`src/rtl/dreq_pkg.sv`:
```
package dreq_pkg;
  typedef enum logic {
    FIELD_ONE = 1'b0,
    FIELD_TWO = 1'b1
  } field_e;
endpackage

```
`src/rtl/dreq_lvl_cmp.sv`:
```
module dreq_lvl_cmp #(
  parameter int LVL_W = 8
) (
  input  logic [LVL_W-1:0] level_i,
  input  logic [LVL_W-1:0] thresh_i,
  output logic             room_o
);
  // room for another block whenever level sits strictly below threshold
  assign room_o = (level_i < thresh_i);
endmodule

```
`src/rtl/dreq_evt_cnt.sv`:
```
module dreq_evt_cnt
  import dreq_pkg::*;
#(
  parameter int CNT_W = 10
) (
  input  logic             clk_i,
  input  logic             rst_ni,
  input  logic             load_i,
  input  field_e           field_i,
  input  logic [CNT_W-1:0] cnt_f1_i,
  input  logic [CNT_W-1:0] cnt_f2_i,
  input  logic             dec_i,
  output logic             zero_o
);
  localparam logic [CNT_W-1:0] ONE = CNT_W'(1);

  logic [CNT_W-1:0] cnt_q, cnt_d, load_val;

  assign load_val = (field_i == FIELD_TWO) ? cnt_f2_i : cnt_f1_i;

  always_comb begin
    cnt_d = cnt_q;
    if (load_i)                         cnt_d = load_val;
    else if (dec_i && (cnt_q != '0))    cnt_d = cnt_q - ONE;
  end

  always_ff @(posedge clk_i or negedge rst_ni) begin
    if (!rst_ni) cnt_q <= '0;
    else         cnt_q <= cnt_d;
  end

  assign zero_o = (cnt_q == '0);
endmodule

```
`src/rtl/dreq_issue.sv`:
```
module dreq_issue (
  input  logic clk_i,
  input  logic rst_ni,
  input  logic en_i,
  input  logic room_i,
  input  logic avail_i,
  input  logic reload_i,
  input  logic ack_i,
  output logic fire_o,
  output logic req_o
);
  logic pend_q, pend_d, req_q;

  // reload wins over a same-cycle request
  assign fire_o = en_i && room_i && avail_i && !pend_q && !reload_i;

  always_comb begin
    pend_d = pend_q;
    if (reload_i)    pend_d = 1'b0;
    else if (fire_o) pend_d = 1'b1;
    else if (ack_i)  pend_d = 1'b0;
  end

  always_ff @(posedge clk_i or negedge rst_ni) begin
    if (!rst_ni) begin
      pend_q <= 1'b0;
      req_q  <= 1'b0;
    end else begin
      pend_q <= pend_d;
      req_q  <= fire_o;
    end
  end

  assign req_o = req_q;
endmodule

```
`src/rtl/dfifo_dma_req_gen.sv`:
```
module dfifo_dma_req_gen
  import dreq_pkg::*;
#(
  parameter int LVL_W = 8,
  parameter int CNT_W = 10
) (
  input  logic             clk_i,
  input  logic             rst_ni,
  input  logic             en_i,
  input  logic [LVL_W-1:0] level_i,
  input  logic [LVL_W-1:0] thresh_i,
  input  logic [CNT_W-1:0] cnt_f1_i,
  input  logic [CNT_W-1:0] cnt_f2_i,
  input  logic             field_start_i,
  input  logic             field_id_i,
  input  logic             ack_i,
  output logic             req_o,
  output logic             exhausted_o
);
  logic   room, zero, fire;
  field_e fld;

  assign fld = field_e'(field_id_i);

  dreq_lvl_cmp #(.LVL_W(LVL_W)) u_cmp (
    .level_i  (level_i),
    .thresh_i (thresh_i),
    .room_o   (room)
  );

  dreq_evt_cnt #(.CNT_W(CNT_W)) u_cnt (
    .clk_i    (clk_i),
    .rst_ni   (rst_ni),
    .load_i   (field_start_i),
    .field_i  (fld),
    .cnt_f1_i (cnt_f1_i),
    .cnt_f2_i (cnt_f2_i),
    .dec_i    (fire),
    .zero_o   (zero)
  );

  dreq_issue u_issue (
    .clk_i    (clk_i),
    .rst_ni   (rst_ni),
    .en_i     (en_i),
    .room_i   (room),
    .avail_i  (!zero),
    .reload_i (field_start_i),
    .ack_i    (ack_i),
    .fire_o   (fire),
    .req_o    (req_o)
  );

  assign exhausted_o = zero;
endmodule

```
`config.mk`:
```
export PLATFORM = sky130hd
export DESIGN_NAME = dfifo_dma_req_gen
export DESIGN_NICKNAME = d
export VERILOG_FILES = /design/src/rtl/dreq_pkg.sv /design/src/rtl/dreq_lvl_cmp.sv /design/src/rtl/dreq_evt_cnt.sv /design/src/rtl/dreq_issue.sv /design/src/rtl/dfifo_dma_req_gen.sv
export SDC_FILE = /design/constraint.sdc
export NUM_CORES = 1
export LEC_CHECK = 0
export BUFFER_PORTS_ARGS = -buffer_cell sky130_fd_sc_hd__buf_4
export CAP_MARGIN = 20
export CORE_MARGIN = 4
export CORE_UTILIZATION = 40
export DETAILED_ROUTE_END_ITERATION = 8
export PLACE_DENSITY = 0.78
export SETUP_SLACK_MARGIN = 0.5
export SLEW_MARGIN = 20
export SYNTH_ARGS = -nofsm -noshare
export SYNTH_HDL_FRONTEND = slang
export SYNTH_SLANG_ARGS = --single-unit
```
`constraint.sdc`:
```
create_clock -name clk_i -period 2.7 [get_ports clk_i]
set_clock_uncertainty 0.1 [all_clocks]
set_input_delay 0.54 -clock clk_i [delete_from_list [all_inputs] [get_ports clk_i]]
set_output_delay 0.54 -clock clk_i [all_outputs]
set_load 0.01 [all_outputs]
```
After elaboration in Yosys (flattened, before gate mapping):

Index checks and enable logic that the tools add are counted.

* bits in registers: 12
* bits of input ports: 42
* output and inout bits: 2

* add/subtract/negate cells: 1
* order comparisons: 1
* muxes and demuxes: 6
* reductions and logical operators: 12

Operators by type and width (number)
* $mux 10: 3
* $logic_not 10->1: 1
* $reduce_bool 10->1: 1
* $sub 10x1->10 const B: 1
* $lt 8x8->1: 1
* $logic_and 1x1->1: 5
* $logic_not 1->1: 3
* $mux 1: 3
* $reduce_bool 3->1: 1
* $reduce_bool 2->1: 1

Depth between registers and ports, before layout:

Gate-level depths: netlist (run 1).

* word-level depth: 8
* depth in mapped cells: 8
* gate-level depth less buffers: 7

Hierarchy:

Synthesis (run 1) repeated with hierarchy kept, for this count alone.

* cells, all modules: 109
* area, all modules: 963.4 sq um

Modules (own cells, without submodules)
* dreq_evt_cnt: instances 1, cells each 77, area each 706.9 sq um
* dreq_lvl_cmp: instances 1, cells each 25, area each 176.4 sq um
* dreq_issue: instances 1, cells each 6, area each 76.3 sq um
* dfifo_dma_req_gen: instances 1, cells each 1, area each 3.8 sq um

Worst setup path before layout (run 1):

OpenSTA, ideal clock, no wires.

* kind: input to register
* start: input thresh_i[7]
* end: register u_cnt.cnt_q[9]
* setup time: 0.124 ns
* arrival: 2.091 ns
* required time: 2.476 ns
* slack: 0.385 ns
* stages on the path: 7
* path buffers: 0
* cells stage by stage: inv_1 > ha_1 > or4b_4 > a21oi_4 > nand4_1 > o31a_1 > o31a_1

* longest elaborated chain between the ends: 7

RTL lines
* start, declared: line dfifo_dma_req_gen.sv:11 `input logic [LVL_W-1:0] thresh_i,`
* $lt 8x8->1: line dreq_lvl_cmp.sv:9 `assign room_o = (level_i < thresh_i);`
* $logic_and 1x1->1 (4 in series): line dreq_issue.sv:15 `assign fire_o = en_i && room_i && avail_i && !pend_q && !reload_i;`
* $logic_and 1x1->1: line dreq_evt_cnt.sv:24 `else if (dec_i && (cnt_q != '0)) cnt_d = cnt_q - ONE;`
* $reduce_bool 2->1 (no line)
* end signal, assigned: line dreq_evt_cnt.sv:29 `else cnt_q <= cnt_d;`
* end, declared: line dreq_evt_cnt.sv:17 `logic [CNT_W-1:0] cnt_q, cnt_d, load_val;`

No other way between the ends.
A chain may end at the register's enable or synchronous reset.

Final worst setup path (run 1):

* start: input thresh_i[7]
* end: register u_cnt.cnt_q[7]

The elaborated chain is that of the path after synthesis.

==> reports/qor.txt, run 1 <==
IR Drop Worst-Case VDD: 0.242 mV
met1 Use GR: 0.179
RSZ-0062 raised after global routing: true
Seq/Total Area, Yosys: 0.296
Post-Route WL: 2.80 mm
count of cell types in the netlist: 36
detailed placer's ending HPWL: 2.03 mm
Initial Util: 0.437
Fin. Hold Viols: 0
post-DR vias/cell: 5.73
Synth Flop Type: dfrtp_1
mux share of post-synthesis cell area: 0.0704
layout cell share with drive strength beyond 1: 0.383
r2r endpoint: u_cnt.cnt_q[7]$_DFFE_PN0P_
Critical Path Start: thresh_i[7]
Max-Cap Viols: 0
CP Data Required Time: 2790 ps
Crit-path slowest cell: or4b_4
clk_lat worst skew: 280 ps
Hold Crit Start: ack_i
Ports: 44
core box area: 2320 um2
global route overflow: 0
CP Launch Type: primary input
CTS Root Cell: clkbuf_4
slew of the pin with the lowest slew margin: 578 ps
final setup fails: 0
largest net degree at the start of global routing: 21
Tmin final: 2180 ps
fmax: 459 MHz
RR Startpoint: u_issue.pend_q$_DFFE_PN0P_
initial antenna violation count: 0
Most Used Layer, Global Route: met2
WP depth: 8
GRT Util Overall: 0.167
number of synthesized flops with an enable pin: 0
PortBufs: 43
Area Growth Syn to Fin: 46.4%
GPL Wtd Cong: 0.832
crit path to: u_cnt.cnt_q[7]$_DFFE_PN0P_
Setup Total Neg Slack: 0 ps
yosys warns: 0
Cell Pwr Density: 366 nW/um2
Antenna Cells: 0
Avg Inst Size Synth: 8.89 um2
post-synthesis compound-gate area fraction: 0.226
flops & latches, synth: 12
Die ar.: 3400 um2
outcome: finished clean
Hold Path Class: primary input to flop
Setup CP Type: primary input to flop
Synth Area in Simple Gates: 0.233
Worst slew margin: 0.611
fin nets: 214
largest family of logic cells by synthesized area: simple AND/OR/NAND/NOR gates
Post-Synthesis Net Count: 165
vias after detailed routing: 1088
met2 Usage GRT: 0.325
TritonRoute pass-1 iters: 4
drt wl/cell: 14.8 um
critical path's top delay family: simple AND/OR/NAND/NOR gates
Final Max Slew Viols: 0
mapped cell area: 1010 um2
Critical Path End Type: flop
Synth Area in Adders: 0.111
CP Cell Sequence: buf_6 -> inv_4 -> ha_4 -> or4b_4 -> a21oi_4 -> nand4_1 -> or3_1 -> a31oi_1
row cnt: 17
cell count after synthesis: 114
fin crit share: 0.806
post-synth top area share: 0.296
1st-iter DRT viols: 28
Chip Width: 58.3 um
CTS tree: yes
post-route ant nets: 0
first-pass GRT wire length: 4.46 mm
vias in the first global route: 1066
LEAKAGE: 0.000680 uW
Area contributors post-synth: dfrtp_1 (30%), ha_1 (11%), mux2i_1 (5.9%)
most area-hungry cell type in the Yosys netlist: dfrtp_1
XOR/XNOR share of the synthesized area: 0
Worst R2R Path Depth: 5
WP buf/inv: 2
maximum root-to-sink buffer count: 2
crit-path max cell delay: 490 ps
CTS sink cnt: 12
clk slew on worst S/H paths: 80 ps
Post-route DRC: 0
Die Y: 58.3 um
asr flop ratio synth: 1.00
H-tree levels: 1
critical path arrival: 2270 ps
R2R Setup Slk: 590 ps
Final Hold Slack: 326 ps
Crit Path Max Fanout: 7
GR Layer Usage met3: 0.0285
cts bufs inserted: 3
[synthesized netlist by cell type (2+ instances only)]
cell      instances
nor2b_1           4
o31a_1            5
inv_1            12
nand4_1           5
nor4_1            3
nor2_1            4
or4_1             2
o211ai_1          3
nand2_1           6
nand3_1           2
mux2i_1           6
o21a_1            2
dfrtp_1          12
a31oi_1           4
o21ai_0           3
a211oi_1          4
clkbuf_1          4
nor3_1            3
ha_1              9
or3_1             5
[cells by family after synthesis]
logic type / after synthesis
compound gates: 29
fa+ha+maj: 9
buf+inv: 17
flops: 12
mux: 7
simple gates: 40
[worst min-delay path by stage]
stage                                       endpoint  slack (ps)  cells past startpoint
after global routing      u_issue.pend_q$_DFFE_PN0P_         340                      2
after floorplan           u_cnt.cnt_q[0]$_DFFE_PN0P_         140                      0
final                     u_issue.pend_q$_DFFE_PN0P_         330                      2
after CTS                 u_issue.pend_q$_DFFE_PN0P_         320                      2
after detailed placement  u_cnt.cnt_q[5]$_DFFE_PN0P_         290                      1
after global placement    u_cnt.cnt_q[9]$_DFFE_PN0P_         290                      1
[area by class of cell]
class	instances	area, um2
fill	198	835
multi-input combinational	85	688
timing repair buffer	49	377
sequential	12	300
inverter	12	47.5
clock buffer	4	36.3
tap	28	35.0
[repair_timing]
item,CTS,global route
setup endpoints to repair,1,3
hold buffers,1,0
pin swaps,0,7
cloned,0,2
gates resized for setup,0,7
endpoints found under the hold margin,12,0
setup buffers,1,1
[per-layer routing]
layer	wire length [um]	up-vias
li1	-	531
met1	1140	509
met4	43	0
met2	1420	44
met5	0	-
met3	205	4
[sequential cells by signal, indices dropped and copies added, names as in the netlist]
name            count
u_cnt.cnt_q        10
u_issue.pend_q      1
u_issue.req_o       1
[where the power goes]
part | internal (uW) | leakage (uW) | switching [uW]
clock network | 82.2 | 0.0000210 | 66.3
logic | 96.4 | 0.000517 | 79.7
registers | 199 | 0.000142 | 19.4
[through the flow]
| step | setup WS [ps] | cell area (um2) | utilization | total power (uW) | std cells |
|---|---|---|---|---|---|
| 2_1_floorplan | 429 | 1030 | - | 308 | 114 |
| 3_3_place_gp | 277 | 1380 | 0.593 | 376 | 181 |
| 3_5_place_dp | 230 | 1380 | 0.593 | 384 | 181 |
| 4_1_cts | 547 | 1430 | 0.616 | 537 | 187 |
| 5_1_grt | 454 | 1480 | 0.640 | 575 | 190 |
| 6_report | 523 | 1480 | 0.640 | 543 | 190 |
[worst register-to-register path: cells and delay by family (launching register included)]
kind,cells,cell delay [ps]
simple gates,3,1080
compound gates,2,450
flops,1,390
[cells in the final DEF, fill, tap and decap left out, types with 3 or more instances in the layout]
cell type and instances:
ha_1 8, dfrtp_1 12, o31a_1 5, nor4_1 3
inv_1 11, o211ai_1 3, nand4_1 5, nor2b_1 4
clkbuf_4 3, o21ai_0 3, nor2_1 4, mux2i_1 6
buf_6 3, nor3_1 3, nand2_1 6, a211oi_1 3
a31oi_1 3, buf_4 43, or3_1 5
No activity file was read; power rests on OpenSTA's default activity.
==> run 2, diff against run 1 <==
--- a/config.mk
+++ b/config.mk
@@ -10,7 +10,7 @@
 export CORE_MARGIN = 4
 export CORE_UTILIZATION = 40
 export DETAILED_ROUTE_END_ITERATION = 8
-export PLACE_DENSITY = 0.78
+export PLACE_DENSITY = 0.81
 export SETUP_SLACK_MARGIN = 0.5
 export SLEW_MARGIN = 20
 export SYNTH_ARGS = -nofsm -noshare
==> constraint.sdc (replaced) <==
create_clock -name clk_i -period 1.85 [get_ports clk_i]
set_clock_uncertainty 0.1 [all_clocks]
set_input_delay 0.37 -clock clk_i [delete_from_list [all_inputs] [get_ports clk_i]]
set_output_delay 0.37 -clock clk_i [all_outputs]
set_load 0.01 [all_outputs]
==> run 2 against run 1 <==
  * The run now ends with setup timing left
  * Count of clock-buffer cells in the layout stayed put
  * Wire length is 28% higher
  * Via count is 11% higher
  * Sequential share of layout area is 2.7 points lower
  * Critical path type is now flop to flop
  * Critical endpoint is now u_cnt.cnt_q[1]$_DFFE_PN0P_
  * Largest power group is now combinational cells
==> reports/qor.txt, run 2 (synthesis results as in run 1) <==
outcome: finished, violations left
failing checks: setup timing
largest net degree at the start of global routing: 14 (-33%)
LEAKAGE: 0.000789 uW (+16%)
clk_lat worst skew: 290 ps (about the same)
Die Y: 58.3 um (unchanged)
Initial Util: 0.437 (unchanged)
Post-Layout Cell Count: 209 (+10%)
most frequent cells in the layout: buf_4 (60), dfrtp_1 (12), inv_1 (9)
Ports: 44 (unchanged)
final setup fails: 11 (+11)
Post-route DRC: 0 (unchanged)
PortBufs: 43 (unchanged)
CP Launch Type: flop
Die ar.: 3400 um2 (unchanged)
fmax: 488 MHz
Max-Cap Viols: 0 (unchanged)
IR Drop Worst-Case VDD: 0.408 mV (+69%)
Antenna Cells: 0 (unchanged)
vias after detailed routing: 1213 (+11%)
CP Data Required Time: 1920 ps (-870 ps)
TritonRoute pass-1 iters: 4 (unchanged)
cts bufs inserted: 3 (unchanged)
critical path's top delay family: simple AND/OR/NAND/NOR gates
Area Growth Syn to Fin: 68.5%
GPL Wtd Cong: 0.845 (+1.5%)
critical path arrival: 2120 ps (-150 ps)
Setup CP Type: flop to flop
first-pass GRT wire length: 5.48 mm (+23%)
Tmin final: 2050 ps
global route overflow: 0 (unchanged)
fin worst setup slack: -199 ps (-722 ps)
R2R Setup Slk: -200 ps (-790 ps)
CTS sink cnt: 12 (unchanged)
row cnt: 17 (unchanged)
Filler cells: 163 (-18%)
post-route ant nets: 0 (unchanged)
vias in the first global route: 1159 (+8.7%)
Worst slew margin: 0.714 (+0.103)
core box area: 2320 um2 (unchanged)
Final Max Slew Viols: 0 (unchanged)
Final Hold Slack: 169 ps (-157 ps)
Fin. Hold Viols: 0 (unchanged)
drt wl/cell: 17.1 um (+16%)
end-of-flow core utilization: 0.737 (+0.0966)
GRT Util Overall: 0.213 (+0.0467)
slew of the pin with the lowest slew margin: 428 ps (-150 ps)
max reg flops: 10 (unchanged)
CTS Root Cell: clkbuf_4
fin crit share: 1.11
Setup Total Neg Slack: -1480 ps (-1480 ps)
CTS tree: yes
1st-iter DRT viols: 54 (+93%)
Post-Route WL: 3.58 mm (+28%)
WP buf/inv: 1 (-1)
Crit Path Max Fanout: 7 (unchanged)
detailed placer's ending HPWL: 2.33 mm (+15%)
leading cell type in the layout, fill and taps excluded: buf_4
fin nets: 233 (+8.9%)
RSZ-0062 raised after global routing: true
maximum root-to-sink buffer count: 2 (unchanged)
Critical Path End Type: flop
Most flops, register: u_cnt.cnt_q
H-tree levels: 1 (unchanged)
placed insts: 189 (+4.4%)
clk slew on worst S/H paths: 80 ps (about the same)
post-DR vias/cell: 5.80 (+1.4%)
Crit-path slowest cell: or4b_4
Hold Path Class: primary input to flop
crit-path max cell delay: 500 ps (about the same)
Cell Pwr Density: 519 nW/um2 (+42%)
Chip Width: 58.3 um (unchanged)
initial antenna violation count: 0 (unchanged)
CP Cell Sequence: or4b_4 -> a21oi_4 -> buf_6 -> nand2_8 -> or4_4 -> o311ai_2
layout cell share with drive strength beyond 1: 0.514 (+0.131)
==> run 2: cell count changes in the layout (fill, tap and decap cells not counted), sizes merged <==
cell,before,now
buf,48,67
==> run 2: cell type report <==
type	instances	area, um2	share of cell area
tap	28	35.0	0.0205
clock buffer	4	36.3	0.0212
multi-input combinational	85	757	0.443
sequential	12	300	0.176
timing repair buffer	68	527	0.308
inverter	12	52.6	0.0308
==> run 2: worst paths after layout <==
path / start / endpoint / cells after the start
worst min-delay path: ack_i / u_issue.pend_q$_DFFE_PN0P_ / 2
worst min register to register: u_cnt.cnt_q[8]$_DFFE_PN0P_ / u_cnt.cnt_q[8]$_DFFE_PN0P_ / 2
worst max-delay path: u_issue.pend_q$_DFFE_PN0P_ / u_cnt.cnt_q[1]$_DFFE_PN0P_ / 6
max in group asynchronous: rst_ni / u_cnt.cnt_q[2]$_DFFE_PN0P_ / 2
min in group asynchronous: rst_ni / u_cnt.cnt_q[8]$_DFFE_PN0P_ / 2
worst max register to register: u_issue.pend_q$_DFFE_PN0P_ / u_cnt.cnt_q[1]$_DFFE_PN0P_ / 6
==> run 2: report_power, final <==
group / switching [uW] / leakage (uW) / internal (uW)
sequential: 32.0 / 0.000142 / 291
combinational: 149 / 0.000626 / 193
clock: 101 / 0.0000210 / 120
total: 283 / 0.000789 / 604
==> run 2: timing repair <==
| action | 4_1_cts | 5_1_grt |
|---|---|---|
| buffers inserted | 11 | 2 |
| setup endpoints to repair | 13 | 13 |
| pin swaps | 9 | 9 |
| hold buffers | 1 | 0 |
| gates cloned | 2 | 0 |
| endpoints found under the hold margin | 12 | 0 |
| gates resized for setup | 15 | 11 |
==> run 2: per-stage QoR <==
stage	total power, uW	setup slack [ps]	instance area, um2
after floorplan	453	-245	1040
after global placement	564	-405	1450
after detailed placement	580	-486	1450
after CTS	854	-136	1660
after global routing	936	-262	1710
final	887	-199	1710
==> run 2: layer usage <==
layer  track usage  up-vias  routed length, um
met5             0        -                  0
met4        0.0795        0                 90
met3        0.0417       12                256
met2         0.384       62               1880
met1         0.247      571               1360
li1              -      568                  -
